===== src/rtl/spi_cm_pkg.sv =====
package spi_cm_pkg;

  localparam int DLY_W        = 8;
  localparam logic [3:0] WCODE_WIDE = 4'd8;

  typedef enum logic [1:0] {
    CSP_NO_RELOAD = 2'd0,
    CSP_LAST_FLAG = 2'd1,
    CSP_EACH      = 2'd2,
    CSP_EACH_ALT  = 2'd3
  } cs_policy_e;

  typedef enum logic [1:0] {
    SQ_IDLE,
    SQ_XFER,
    SQ_GAP,
    SQ_HOLD
  } seq_state_e;

  // Packed view of the 32-bit mode word; field positions are what software writes.
  typedef struct packed {
    logic [DLY_W-1:0] cs_idle;
    logic [DLY_W-1:0] gap;
    logic [3:0]       rsv_hi;
    logic [3:0]       width_code;
    logic [1:0]       rsv_mid;
    cs_policy_e       policy;
    logic             rsv_lo;
    logic             wait_rd;
    logic             loopback;
    logic             mem_sel;
  } mode_t;

endpackage


===== src/rtl/spi_cm_mode.sv =====
module spi_cm_mode
  import spi_cm_pkg::*;
(
  input  logic        clk,
  input  logic        rst_n,
  input  logic        we,
  input  logic [31:0] wdata,
  output logic [31:0] rdata,
  output mode_t       mode
);

  logic [31:0] word_q;

  always_ff @(posedge clk or negedge rst_n) begin
    if (!rst_n) word_q <= '0;
    else if (we) word_q <= wdata;
  end

  assign rdata = word_q;
  assign mode  = mode_t'(word_q);

endmodule


===== src/rtl/spi_cm_shift.sv =====
module spi_cm_shift #(
  parameter int CHAR_W   = 16,
  parameter int HALF_DIV = 2
) (
  input  logic              clk,
  input  logic              rst_n,
  input  logic              start,
  input  logic              wide,
  input  logic [CHAR_W-1:0] tx_word,
  input  logic              miso_in,
  output logic              sck,
  output logic              mosi,
  output logic              done,
  output logic [CHAR_W-1:0] rx_word
);

  localparam int HC_W   = $clog2(HALF_DIV + 1);
  localparam int BC_W   = $clog2(CHAR_W + 1);
  localparam int NARROW = CHAR_W / 2;

  logic              active;
  logic [HC_W-1:0]   hcnt;
  logic [BC_W-1:0]   bits_left;
  logic [CHAR_W-1:0] sh_out;
  logic [CHAR_W-1:0] sh_in;
  logic              sck_q;

  always_ff @(posedge clk or negedge rst_n) begin
    if (!rst_n) begin
      active    <= 1'b0;
      hcnt      <= '0;
      bits_left <= '0;
      sh_out    <= '0;
      sh_in     <= '0;
      sck_q     <= 1'b0;
      done      <= 1'b0;
    end else begin
      done <= 1'b0;
      if (start) begin
        active    <= 1'b1;
        hcnt      <= '0;
        sck_q     <= 1'b0;
        sh_in     <= '0;
        sh_out    <= wide ? tx_word : {tx_word[NARROW-1:0], {NARROW{1'b0}}};
        bits_left <= wide ? BC_W'(CHAR_W) : BC_W'(NARROW);
      end else if (active) begin
        if (hcnt == HC_W'(HALF_DIV - 1)) begin
          hcnt <= '0;
          if (!sck_q) begin
            sck_q <= 1'b1;
            sh_in <= {sh_in[CHAR_W-2:0], miso_in};
          end else begin
            sck_q     <= 1'b0;
            sh_out    <= sh_out << 1;
            bits_left <= bits_left - 1'b1;
            if (bits_left == BC_W'(1)) begin
              active <= 1'b0;
              done   <= 1'b1;
            end
          end
        end else begin
          hcnt <= hcnt + 1'b1;
        end
      end
    end
  end

  assign sck     = sck_q;
  assign mosi    = sh_out[CHAR_W-1];
  assign rx_word = sh_in;

  AST_START_WHEN_FREE: assert property (@(posedge clk) disable iff (!rst_n)
    start |-> !active);

  AST_DONE_AFTER_FALL: assert property (@(posedge clk) disable iff (!rst_n)
    done |-> !sck_q && $past(sck_q));

endmodule


===== src/rtl/spi_cm_seq.sv =====
module spi_cm_seq
  import spi_cm_pkg::*;
#(
  parameter int GAP_SCALE = 32
) (
  input  logic             clk,
  input  logic             rst_n,
  input  cs_policy_e       policy,
  input  logic             wait_rd,
  input  logic [DLY_W-1:0] gap,
  input  logic [DLY_W-1:0] cs_idle,
  input  logic             tx_full,
  input  logic             tx_last,
  input  logic             rx_full,
  input  logic             done,
  output logic             start,
  output logic             cs_n
);

  localparam int CNT_W = DLY_W + $clog2(GAP_SCALE) + 1;

  seq_state_e       st;
  logic [CNT_W-1:0] cnt;
  logic             cur_last;
  logic             can_go;
  logic             release_now;

  assign can_go = tx_full && !(wait_rd && rx_full);
  assign start  = can_go && ((st == SQ_IDLE) || (st == SQ_GAP && cnt == '0));

  always_comb begin
    unique case (policy)
      CSP_NO_RELOAD: release_now = !tx_full;
      CSP_LAST_FLAG: release_now = cur_last;
      default:       release_now = 1'b1;
    endcase
  end

  always_ff @(posedge clk or negedge rst_n) begin
    if (!rst_n) begin
      st       <= SQ_IDLE;
      cnt      <= '0;
      cs_n     <= 1'b1;
      cur_last <= 1'b0;
    end else begin
      unique case (st)
        SQ_IDLE: if (start) begin
          st       <= SQ_XFER;
          cs_n     <= 1'b0;
          cur_last <= tx_last;
        end
        SQ_XFER: if (done) begin
          if (release_now) begin
            st   <= SQ_HOLD;
            cs_n <= 1'b1;
            cnt  <= (cs_idle == '0) ? CNT_W'(1) : CNT_W'(cs_idle);
          end else begin
            st  <= SQ_GAP;
            cnt <= CNT_W'(gap) * CNT_W'(GAP_SCALE);
          end
        end
        SQ_GAP: begin
          if (start) begin
            st       <= SQ_XFER;
            cur_last <= tx_last;
          end else if (cnt != '0) begin
            cnt <= cnt - 1'b1;
          end
        end
        SQ_HOLD: begin
          if (cnt == CNT_W'(1)) st <= SQ_IDLE;
          else cnt <= cnt - 1'b1;
        end
        default: st <= SQ_IDLE;
      endcase
    end
  end

  AST_HOLD_MIN: assert property (@(posedge clk) disable iff (!rst_n)
    $rose(cs_n) |=> cs_n);

  AST_EACH_DROP: assert property (@(posedge clk) disable iff (!rst_n)
    (done && policy[1]) |=> cs_n);

  AST_GAP_KEEPS_CS: assert property (@(posedge clk) disable iff (!rst_n)
    (st == SQ_GAP) |-> !cs_n);

endmodule


===== src/rtl/spi_chain_master.sv =====
module spi_chain_master
  import spi_cm_pkg::*;
#(
  parameter int CHAR_W    = 16,
  parameter int HALF_DIV  = 2,
  parameter int GAP_SCALE = 32
) (
  input  logic              clk,
  input  logic              rst_n,
  input  logic              cfg_we,
  input  logic [31:0]       cfg_wdata,
  output logic [31:0]       cfg_rdata,
  input  logic              tx_valid,
  output logic              tx_ready,
  input  logic [CHAR_W-1:0] tx_data,
  input  logic              tx_last,
  output logic              rx_valid,
  input  logic              rx_ready,
  output logic [CHAR_W-1:0] rx_data,
  output logic              overrun,
  input  logic              ovr_clr,
  output logic              spi_sck,
  output logic              spi_mosi,
  input  logic              spi_miso,
  output logic              spi_cs_n
);

  mode_t             mode;
  logic              tx_full;
  logic [CHAR_W-1:0] tx_hold;
  logic              tx_hold_last;
  logic              start;
  logic              done;
  logic [CHAR_W-1:0] rx_word;
  logic              miso_in;

  spi_cm_mode u_mode (
    .clk   (clk),
    .rst_n (rst_n),
    .we    (cfg_we),
    .wdata (cfg_wdata),
    .rdata (cfg_rdata),
    .mode  (mode)
  );

  spi_cm_seq #(.GAP_SCALE(GAP_SCALE)) u_seq (
    .clk     (clk),
    .rst_n   (rst_n),
    .policy  (mode.policy),
    .wait_rd (mode.wait_rd),
    .gap     (mode.gap),
    .cs_idle (mode.cs_idle),
    .tx_full (tx_full),
    .tx_last (tx_hold_last),
    .rx_full (rx_valid),
    .done    (done),
    .start   (start),
    .cs_n    (spi_cs_n)
  );

  assign miso_in = mode.loopback ? spi_mosi : spi_miso;

  spi_cm_shift #(.CHAR_W(CHAR_W), .HALF_DIV(HALF_DIV)) u_shift (
    .clk     (clk),
    .rst_n   (rst_n),
    .start   (start),
    .wide    (mode.width_code == WCODE_WIDE),
    .tx_word (tx_hold),
    .miso_in (miso_in),
    .sck     (spi_sck),
    .mosi    (spi_mosi),
    .done    (done),
    .rx_word (rx_word)
  );

  assign tx_ready = !tx_full;

  always_ff @(posedge clk or negedge rst_n) begin
    if (!rst_n) begin
      tx_full      <= 1'b0;
      tx_hold      <= '0;
      tx_hold_last <= 1'b0;
    end else begin
      if (start) tx_full <= 1'b0;
      if (tx_valid && tx_ready) begin
        tx_full      <= 1'b1;
        tx_hold      <= tx_data;
        tx_hold_last <= tx_last;
      end
    end
  end

  always_ff @(posedge clk or negedge rst_n) begin
    if (!rst_n) begin
      rx_valid <= 1'b0;
      rx_data  <= '0;
      overrun  <= 1'b0;
    end else begin
      if (ovr_clr) overrun <= 1'b0;
      if (done) begin
        rx_valid <= 1'b1;
        rx_data  <= rx_word;
        if (rx_valid && !rx_ready) overrun <= 1'b1;
      end else if (rx_ready) begin
        rx_valid <= 1'b0;
      end
    end
  end

  AST_SCK_NEEDS_CS: assert property (@(posedge clk) disable iff (!rst_n)
    spi_sck |-> !spi_cs_n);

  AST_TX_HELD: assert property (@(posedge clk) disable iff (!rst_n)
    (!tx_ready && !start) |=> $stable(tx_hold));

  AST_GATE_BLOCKS: assert property (@(posedge clk) disable iff (!rst_n)
    (start && mode.wait_rd) |-> !rx_valid);

  AST_RX_RAISED: assert property (@(posedge clk) disable iff (!rst_n)
    done |=> rx_valid);

  AST_OVR_RAISED: assert property (@(posedge clk) disable iff (!rst_n)
    (done && rx_valid && !rx_ready) |=> overrun);

endmodule


===== config.mk =====
export PLATFORM = sky130hd
export DESIGN_NAME = spi_chain_master
export DESIGN_NICKNAME = d
export VERILOG_FILES = /design/src/rtl/spi_cm_pkg.sv /design/src/rtl/spi_cm_mode.sv /design/src/rtl/spi_cm_shift.sv /design/src/rtl/spi_cm_seq.sv /design/src/rtl/spi_chain_master.sv
export SDC_FILE = /design/constraint.sdc
export NUM_CORES = 1
export LEC_CHECK = 0
export BUFFER_PORTS_ARGS = -buffer_cell sky130_fd_sc_hd__buf_4
export CORE_MARGIN = 2
export CORE_UTILIZATION = 60
export DETAILED_ROUTE_END_ITERATION = 7
export MAX_ROUTING_LAYER = met4
export PLACE_DENSITY_LB_ADDON = 0.3
export RECOVER_POWER = 100
export SLEW_MARGIN = 20
export SYNTH_ARGS = -nofsm -noshare
export SYNTH_HDL_FRONTEND = slang
export SYNTH_HIERARCHICAL = 1
export SYNTH_SLANG_ARGS = --single-unit

===== constraint.sdc =====
create_clock -name clk -period 4.7 [get_ports clk]
set_input_delay 0 -clock clk [delete_from_list [all_inputs] [get_ports clk]]
set_output_delay 0 -clock clk [all_outputs]
set_load 0.01 [all_outputs]

==> results by group, run 1 <==
Global routing
  – GRT met1 Usage: 0.384
  – Total GRT Usage: 0.311
  – First-pass GRT wire length: 25.8 mm
  – GR Overflow Total: 0
  – Met3 usage: 0.0619
  – Gr busiest metal: met2
  – Largest net degree at the start of global routing: 67
  – Initial antenna violation count: 0
  – Met2 GRT Util: 0.501
  – Vias in the first global route: 4900

Job
  – Maxcap violations: 2

Synth
  – Cells after Synth: 518
  – Sequential area share after synthesis: 0.510
  – Synth area leader: dfrtp_1
  – Yosys top cell area share: 0.506
  – Post-synth ARST share: 1.00
  – Most common cell in the netlist: dfrtp_1
  – Synth cell types: 70
  – Syn nets: 579
  – #FFs+latches synth: 128
  – Synth cell count leaders: dfrtp_1 (127), mux2_4 (40), buf_4 (34)
  – Avg Inst Size Synth: 12.1 um^2
  – EDFF count, synth: 0
  – Mapped Area: 6280 um^2
  – Synth Warn #: 6
  – Main flop type after synthesis: dfrtp_1
  – Top area cells in the synthesized netlist: dfrtp_1 (51%), mux2_4 (9.6%), mux2_2 (4.8%), buf_4 (4.1%), a22o_1 (2.2%)

Placement
  – Detailed Place HPWL: 8.92 mm
  – DP Worst Slack: 1380 ps
  – RePlAce Congestion: 0.920
  – Placed cell count: 703
  – Placement Cell Area: 6850 um^2
  – Input/output buffers: 109

STA
  – Final WS setup: 1140 ps
  – TNS Setup: 0 ps
  – FMAX: 0.281 GHz
  – # setup viols final: 0
  – Actual slew at the worst max-slew pin: 1650 ps
  – Max-slew violation count: 82
  – Fin crit share: 0.757
  – Slew headroom: -0.104
  – Minimum clock period: 3560 ps
  – Fin Clk Skew: 15.6 ps
  – RSZ-0062 raised after global routing: false
  – Final hold vios: 0

Pwr
  – Power per cell area: 497 nW/um^2
  – Leak: 0.00333 uW
  – VDD IR max: 0.000288 V

Setup path
  – R2R Path Start: u_seq/cnt[4]$_DFFE_PN0P_
  – Crit path DAT: 3960 ps
  – Crit path max fanout: 21
  – Setup CP Type: flop to flop
  – R2R Setup Slk: 1140 ps
  – Req. time, crit path: 5100 ps
  – Worst Setup End Kind: flop
  – Register-to-Register Path Depth: 8
  – R2r endpoint: u_shift/rx_word[7]$_DFFE_PN0P_
  – Nature of the critical path startpoint: flop

Worst hold path
  – Hold Crit Start: cfg_we
  – Min-Delay Path Depth: 2
  – Worst Hold End: u_mode/mode[17]$_DFFE_PN0P_
  – Min-delay worst type: primary input to flop

Clocking
  – Clock Root Buffer: clkbuf_8
  – Maximum clock path buffer count: 2
  – Worst skew pair latency: 520 ps
  – Cts bufs inserted: 17
  – H-tree Lvls: 4
  – Register clock-pin slew on the reported worst setup and hold paths: 60 ps
  – CTS tree: built
  – Clock sinks: 128
  – Post-CTS setup buffers: 0

Route
  – Via count: 4724
  – ANT nets after route: 0
  – 1st-iter DRT viols: 500
  – DRC: 0
  – Routed WL: 16.1 mm
  – Via-per-instance ratio: 5.99
  – Drt pass-1 iters: 5
  – DR WL/cell: 20.4 um

Final layout
  – Final core utilization: 0.748
  – # nets final: 701
  – Finished Cell Area: 7660 um^2
  – Inserted Diodes: 0
  – Syn-to-layout area delta: 21.9%
  – Layout cells sized above 1: 0.211
  – Non-Filler Instances: 789

Status
  – Outcome: complete, but fails checks
  – Failing checks: capacitance limit, slew limit

Floorplanning
  – Initial Utilization: 0.614
  – Die X: 106 um
  – Num rows: 37
  – IO Pins: 110
  – Chip height: 106 um
  – Core area: 10200 um^2
  – Die area: 11300 um^2
worst max-delay path, cell delays in order, from the launching register on:
cell,delay [ps]
dfrtp_1,420
or4_1,670
nor4_1,690
a21oi_1,200
nor3_2,140
buf_4,260
inv_1,330
o21a_1,410
a22o_1,320
registers in the layout, indices dropped and copies added (netlist names):
register and cells:
tx_hold_last 1, u_shift/sck 1, u_mode/mode 32, u_seq/cs_n 1
u_shift/rx_word 16, u_seq/cnt 14, u_seq/st 2, rx_data 16
overrun 1, rx_valid 1, u_seq/cur_last 1, u_shift/done 1
u_shift/sh_out 16, tx_full 1, u_shift/hcnt 2, u_shift/active 1
tx_hold 16, u_shift/bits_left 5
cells by family (layout without fill, tap and decap cells):
group	count (synthesis)	in the layout	synth area share
AOI/OAI and AO/OA	102	102	0.124
xor gates and xnor gates	5	5	0.00697
adders and majority gates	5	5	0.00996
buffers and inverters	84	219	0.0853
DFF	128	128	0.510
muxes	78	78	0.162
and+or+nand+nor	116	116	0.102
through the flow:
| step | hold WS, ps | total power [uW] |
|---|---|---|
| final | 34.3 | 3810 |
| after global routing | 32.5 | 3980 |
| after CTS | 59.6 | 3870 |
| after detailed placement | 151 | 2420 |
| after global placement | 134 | 2370 |
| after floorplan | -296 | 2160 |
worst max-delay path by stage:
| stage | startpoint | endpoint | slack (ps) | depth (start not counted) |
|---|---|---|---|---|
| 2_1_floorplan | u_seq/cnt[4]$_DFFE_PN0P_ | u_shift/rx_word[10]$_DFFE_PN0P_ | 1940 | 10 |
| 6_report | u_seq/cnt[4]$_DFFE_PN0P_ | u_shift/rx_word[7]$_DFFE_PN0P_ | 1140 | 8 |
| 4_1_cts | u_seq/cnt[4]$_DFFE_PN0P_ | u_shift/rx_word[6]$_DFFE_PN0P_ | 1340 | 8 |
| 3_5_place_dp | u_seq/cnt[4]$_DFFE_PN0P_ | u_shift/rx_word[6]$_DFFE_PN0P_ | 1380 | 8 |
| 5_1_grt | u_seq/cnt[4]$_DFFE_PN0P_ | u_shift/rx_word[7]$_DFFE_PN0P_ | 990 | 8 |
| 3_3_place_gp | u_seq/cnt[4]$_DFFE_PN0P_ | u_shift/rx_word[5]$_DFFE_PN0P_ | 1490 | 8 |
cell usage in the layout, fill, tap and decap left out, types with 3 or more instances in the layout:
cell type / netlist / routed
dlygate4sd3_1: 0 / 54
mux2i_1: 11 / 11
and3_1: 3 / 3
nor4_1: 5 / 5
clkbuf_16: 0 / 16
bufinv_16: 0 / 4
a31oi_1: 12 / 12
dfrtp_1: 127 / 127
clkbuf_8: 0 / 4
mux2_2: 27 / 32
xnor2_1: 4 / 4
a311oi_1: 3 / 3
mux2_1: 0 / 33
nand3b_1: 3 / 3
a21oi_1: 10 / 11
nor2_1: 15 / 15
clkinvlp_4: 0 / 3
clkbuf_1: 15 / 54
nor3_1: 10 / 9
or4_1: 2 / 3
or2_2: 3 / 3
inv_1: 21 / 21
a22o_1: 16 / 16
nand3_1: 8 / 8
o21ai_0: 5 / 12
a211oi_1: 9 / 10
nand2_1: 31 / 31
ha_1: 5 / 5
o211ai_1: 4 / 4
a222oi_1: 3 / 3
or3_1: 3 / 3
buf_4: 34 / 58
o2111ai_1: 4 / 4
a21o_1: 4 / 4
nor2b_1: 13 / 13
metal layers:
layer  up-vias  wire length, um
li1       2106                -
met1      2329             6270
met2       226             8180
met3        63              980
met4         0              653
met5         -                0
area by class of cell:
class / count / area (um^2)
flip-flops and latches: 128 / 3200
clock inverters: 11 / 178
fillers: 721 / 2570
repair buffers: 166 / 1180
clock buffers: 21 / 459
multi-input cells: 306 / 2390
well taps: 136 / 170
inverters: 21 / 78.8
power breakdown:
group	switching, uW	internal [uW]	total [uW]
Combinational	417	387	804
Clock	495	909	1400
Sequential	258	1340	1600
Total	1170	2640	3810
repair_timing:
item                                    CTS  global route
hold buffers                             54             0
endpoints found under the setup margin    0             0
gates resized for setup                   0             0
endpoints found under the hold margin   116             0
Power figures use the tool's default switching activity.
==> run 2: changes to the inputs <==
- CORE_UTILIZATION: 60 -> 56
- clock period: 4.7 -> 3.6 ns (I/O delays scaled with it)
==> run 2 against run 1 <==
  * The flow still finishes with violations (capacitance limit, slew limit)
  * Critical path depth decreased by 1
  * Wire length decreased by 5.4%
  * Non-clock buffer count increased by 3
  * Global-route usage decreased by 3.3 points
  * Cell area decreased by 0.69%
  * Core utilization decreased by 5.0 points
  * First-iteration DRC count decreased by 22%
  * Die area increased by 6.9%
  * Sequential cell count unchanged
  * Clock power increased by 18%
  * Clock skew decreased by 3.6 ps
  * Largest cell class unchanged
  * Largest power group unchanged
  * Highest routed layer unchanged
==> results by group, run 2 (same netlist as run 1, synthesis figures left out) <==
Final layout
  – Footprint of the multi-input gates: 2380 um^2
  – Max FFs per register: 32
  – Most common cell after layout, fill and taps aside: dfrtp_1
  – # nets final: 704
  – Layout cells sized above 1: 0.213
  – Sequential Area: 3200 um^2
  – Most frequent cells in the layout: dfrtp_1 (127), buf_4 (58), clkbuf_1 (56)
  – Inserted Diodes: 0
  – Syn-to-layout area delta: 21.1%
  – Filler instances: 791
  – Final core utilization: 0.698
  – Finished Cell Area: 7600 um^2

Route
  – Routed WL: 15.2 mm
  – Via-per-instance ratio: 5.73
  – 1st-iter DRT viols: 388
  – DRC: 0
  – DR WL/cell: 19.1 um
  – Via count: 4564
  – Drt pass-1 iters: 6
  – ANT nets after route: 0

STA
  – FMAX: 0.315 GHz
  – Slew headroom: -0.294
  – Final hold vios: 0
  – TNS Setup: 0 ps
  – # setup viols final: 0
  – Actual slew at the worst max-slew pin: 1940 ps
  – RSZ-0062 raised after global routing: false
  – Max-slew violation count: 98
  – Fin Clk Skew: 11.9 ps
  – Minimum clock period: 3180 ps
  – Final WS setup: 421 ps
  – Fin crit share: 0.883

Setup path
  – Worst Setup End Kind: flop
  – Req. time, crit path: 4000 ps
  – R2R Setup Slk: 420 ps
  – CP max-delay cell: or4_1
  – Buffers and inverters on the worst path: 1
  – Crit path max fanout: 21
  – Crit path DAT: 3570 ps
  – Register-to-Register Path Depth: 7
  – Delay-heaviest family, CP: simple AND/OR/NAND/NOR gates
  – Worst-path cell chain: or4_1 -> nor4_1 -> a21oi_1 -> nor3_1 -> inv_1 -> o21a_2 -> a22o_1
  – Nature of the critical path startpoint: flop
  – R2r endpoint: u_shift/rx_word[13]$_DFFE_PN0P_
  – CP max stage delay: 650 ps
  – R2R Path Start: u_seq/cnt[4]$_DFFE_PN0P_
  – Setup CP Type: flop to flop

Clocking
  – Maximum clock path buffer count: 2
  – Clock sinks: 128
  – Post-CTS setup buffers: 0
  – CTS resizes: 0
  – Clock Root Buffer: clkbuf_8
  – Worst skew pair latency: 520 ps
  – CTS tree: built
  – Cts hold-fix bufs: 54
  – Register clock-pin slew on the reported worst setup and hold paths: 60 ps
  – H-tree Lvls: 4
  – Cts bufs inserted: 17

Floorplanning
  – Core area: 10900 um^2
  – Die area: 12100 um^2
  – Num rows: 38
  – Die X: 110 um
  – Chip height: 110 um
  – IO Pins: 110
  – Initial Utilization: 0.577

Global routing
  – First-pass GRT wire length: 24.5 mm
  – GR Overflow Total: 0
  – Largest net degree at the start of global routing: 79
  – Initial antenna violation count: 0
  – Total GRT Usage: 0.278
  – Vias in the first global route: 4721

Placement
  – DP Worst Slack: 542 ps
  – Input/output buffers: 109
  – Placement Cell Area: 6870 um^2
  – RePlAce Congestion: 0.893
  – Detailed Place HPWL: 8.88 mm

Pwr
  – VDD IR max: 0.000364 V
  – Power per cell area: 625 nW/um^2
  – Leak: 0.00330 uW

Worst hold path
  – Min-delay worst type: primary input to flop
  – Hold Crit Start: cfg_we
  – Worst Hold End: u_mode/mode[16]$_DFFE_PN0P_
  – Min-Delay Path Depth: 2

Job
  – Maxcap violations: 3

Status
  – Outcome: complete, but fails checks
  – Failing checks: capacitance limit, slew limit
## run 2: changes by cell type in the layout (fill, tap and decap cells not counted), sizes merged
cell      previous run  this run
bufinv               4         2
clkinvlp             3         4
inv                 23        25
clkbuf              75        74
clkinv               2         5
## run 2: routing by layer
layer  vias up  part of all wire  global-route usage
li1       2097                 -                   -
met1      2249              0.42               0.349
met2       199              0.50               0.446
met3        19             0.063              0.0711
met4         0             0.014              0.0823
met5         -                 0                   -
## run 2: final cells by class
| cell class | count | share of cell area |
|---|---|---|
| clock buffer | 17 | 0.0545 |
| clock inverter | 15 | 0.0207 |
| inverter | 21 | 0.0104 |
| multi-input combinational | 306 | 0.313 |
| sequential | 128 | 0.421 |
| tap | 140 | 0.0230 |
| timing repair buffer | 169 | 0.157 |
## run 2: report_power, final
group          switching (uW)  total (uW)  leakage, uW  internal (uW)
registers                 313        2070      0.00158           1750
clock network             661        1650     0.000271            990
logic                     527        1030      0.00145            508
total                    1500        4750      0.00330           3250
## run 2: worst max-delay path by stage
stage,to,from,cells past startpoint,slack (ps)
after detailed placement,u_shift/rx_word[3]$_DFFE_PN0P_,u_seq/cnt[4]$_DFFE_PN0P_,7,540
after floorplan,u_shift/rx_word[10]$_DFFE_PN0P_,u_seq/cnt[4]$_DFFE_PN0P_,10,840
after global routing,u_shift/rx_word[8]$_DFFE_PN0P_,u_seq/cnt[4]$_DFFE_PN0P_,7,190
after global placement,u_shift/rx_word[15]$_DFFE_PN0P_,u_seq/cnt[4]$_DFFE_PN0P_,7,630
after CTS,u_shift/rx_word[3]$_DFFE_PN0P_,u_seq/cnt[4]$_DFFE_PN0P_,7,520
final,u_shift/rx_word[13]$_DFFE_PN0P_,u_seq/cnt[4]$_DFFE_PN0P_,7,420
## run 2: through the flow
stage,total power [uW],hold WS [ps],instances
2_1_floorplan,2830,-296,518
3_3_place_gp,3110,223,710
3_5_place_dp,3160,227,710
4_1_cts,4870,75.9,796
5_1_grt,4990,41.0,796
6_report,4750,44.5,796
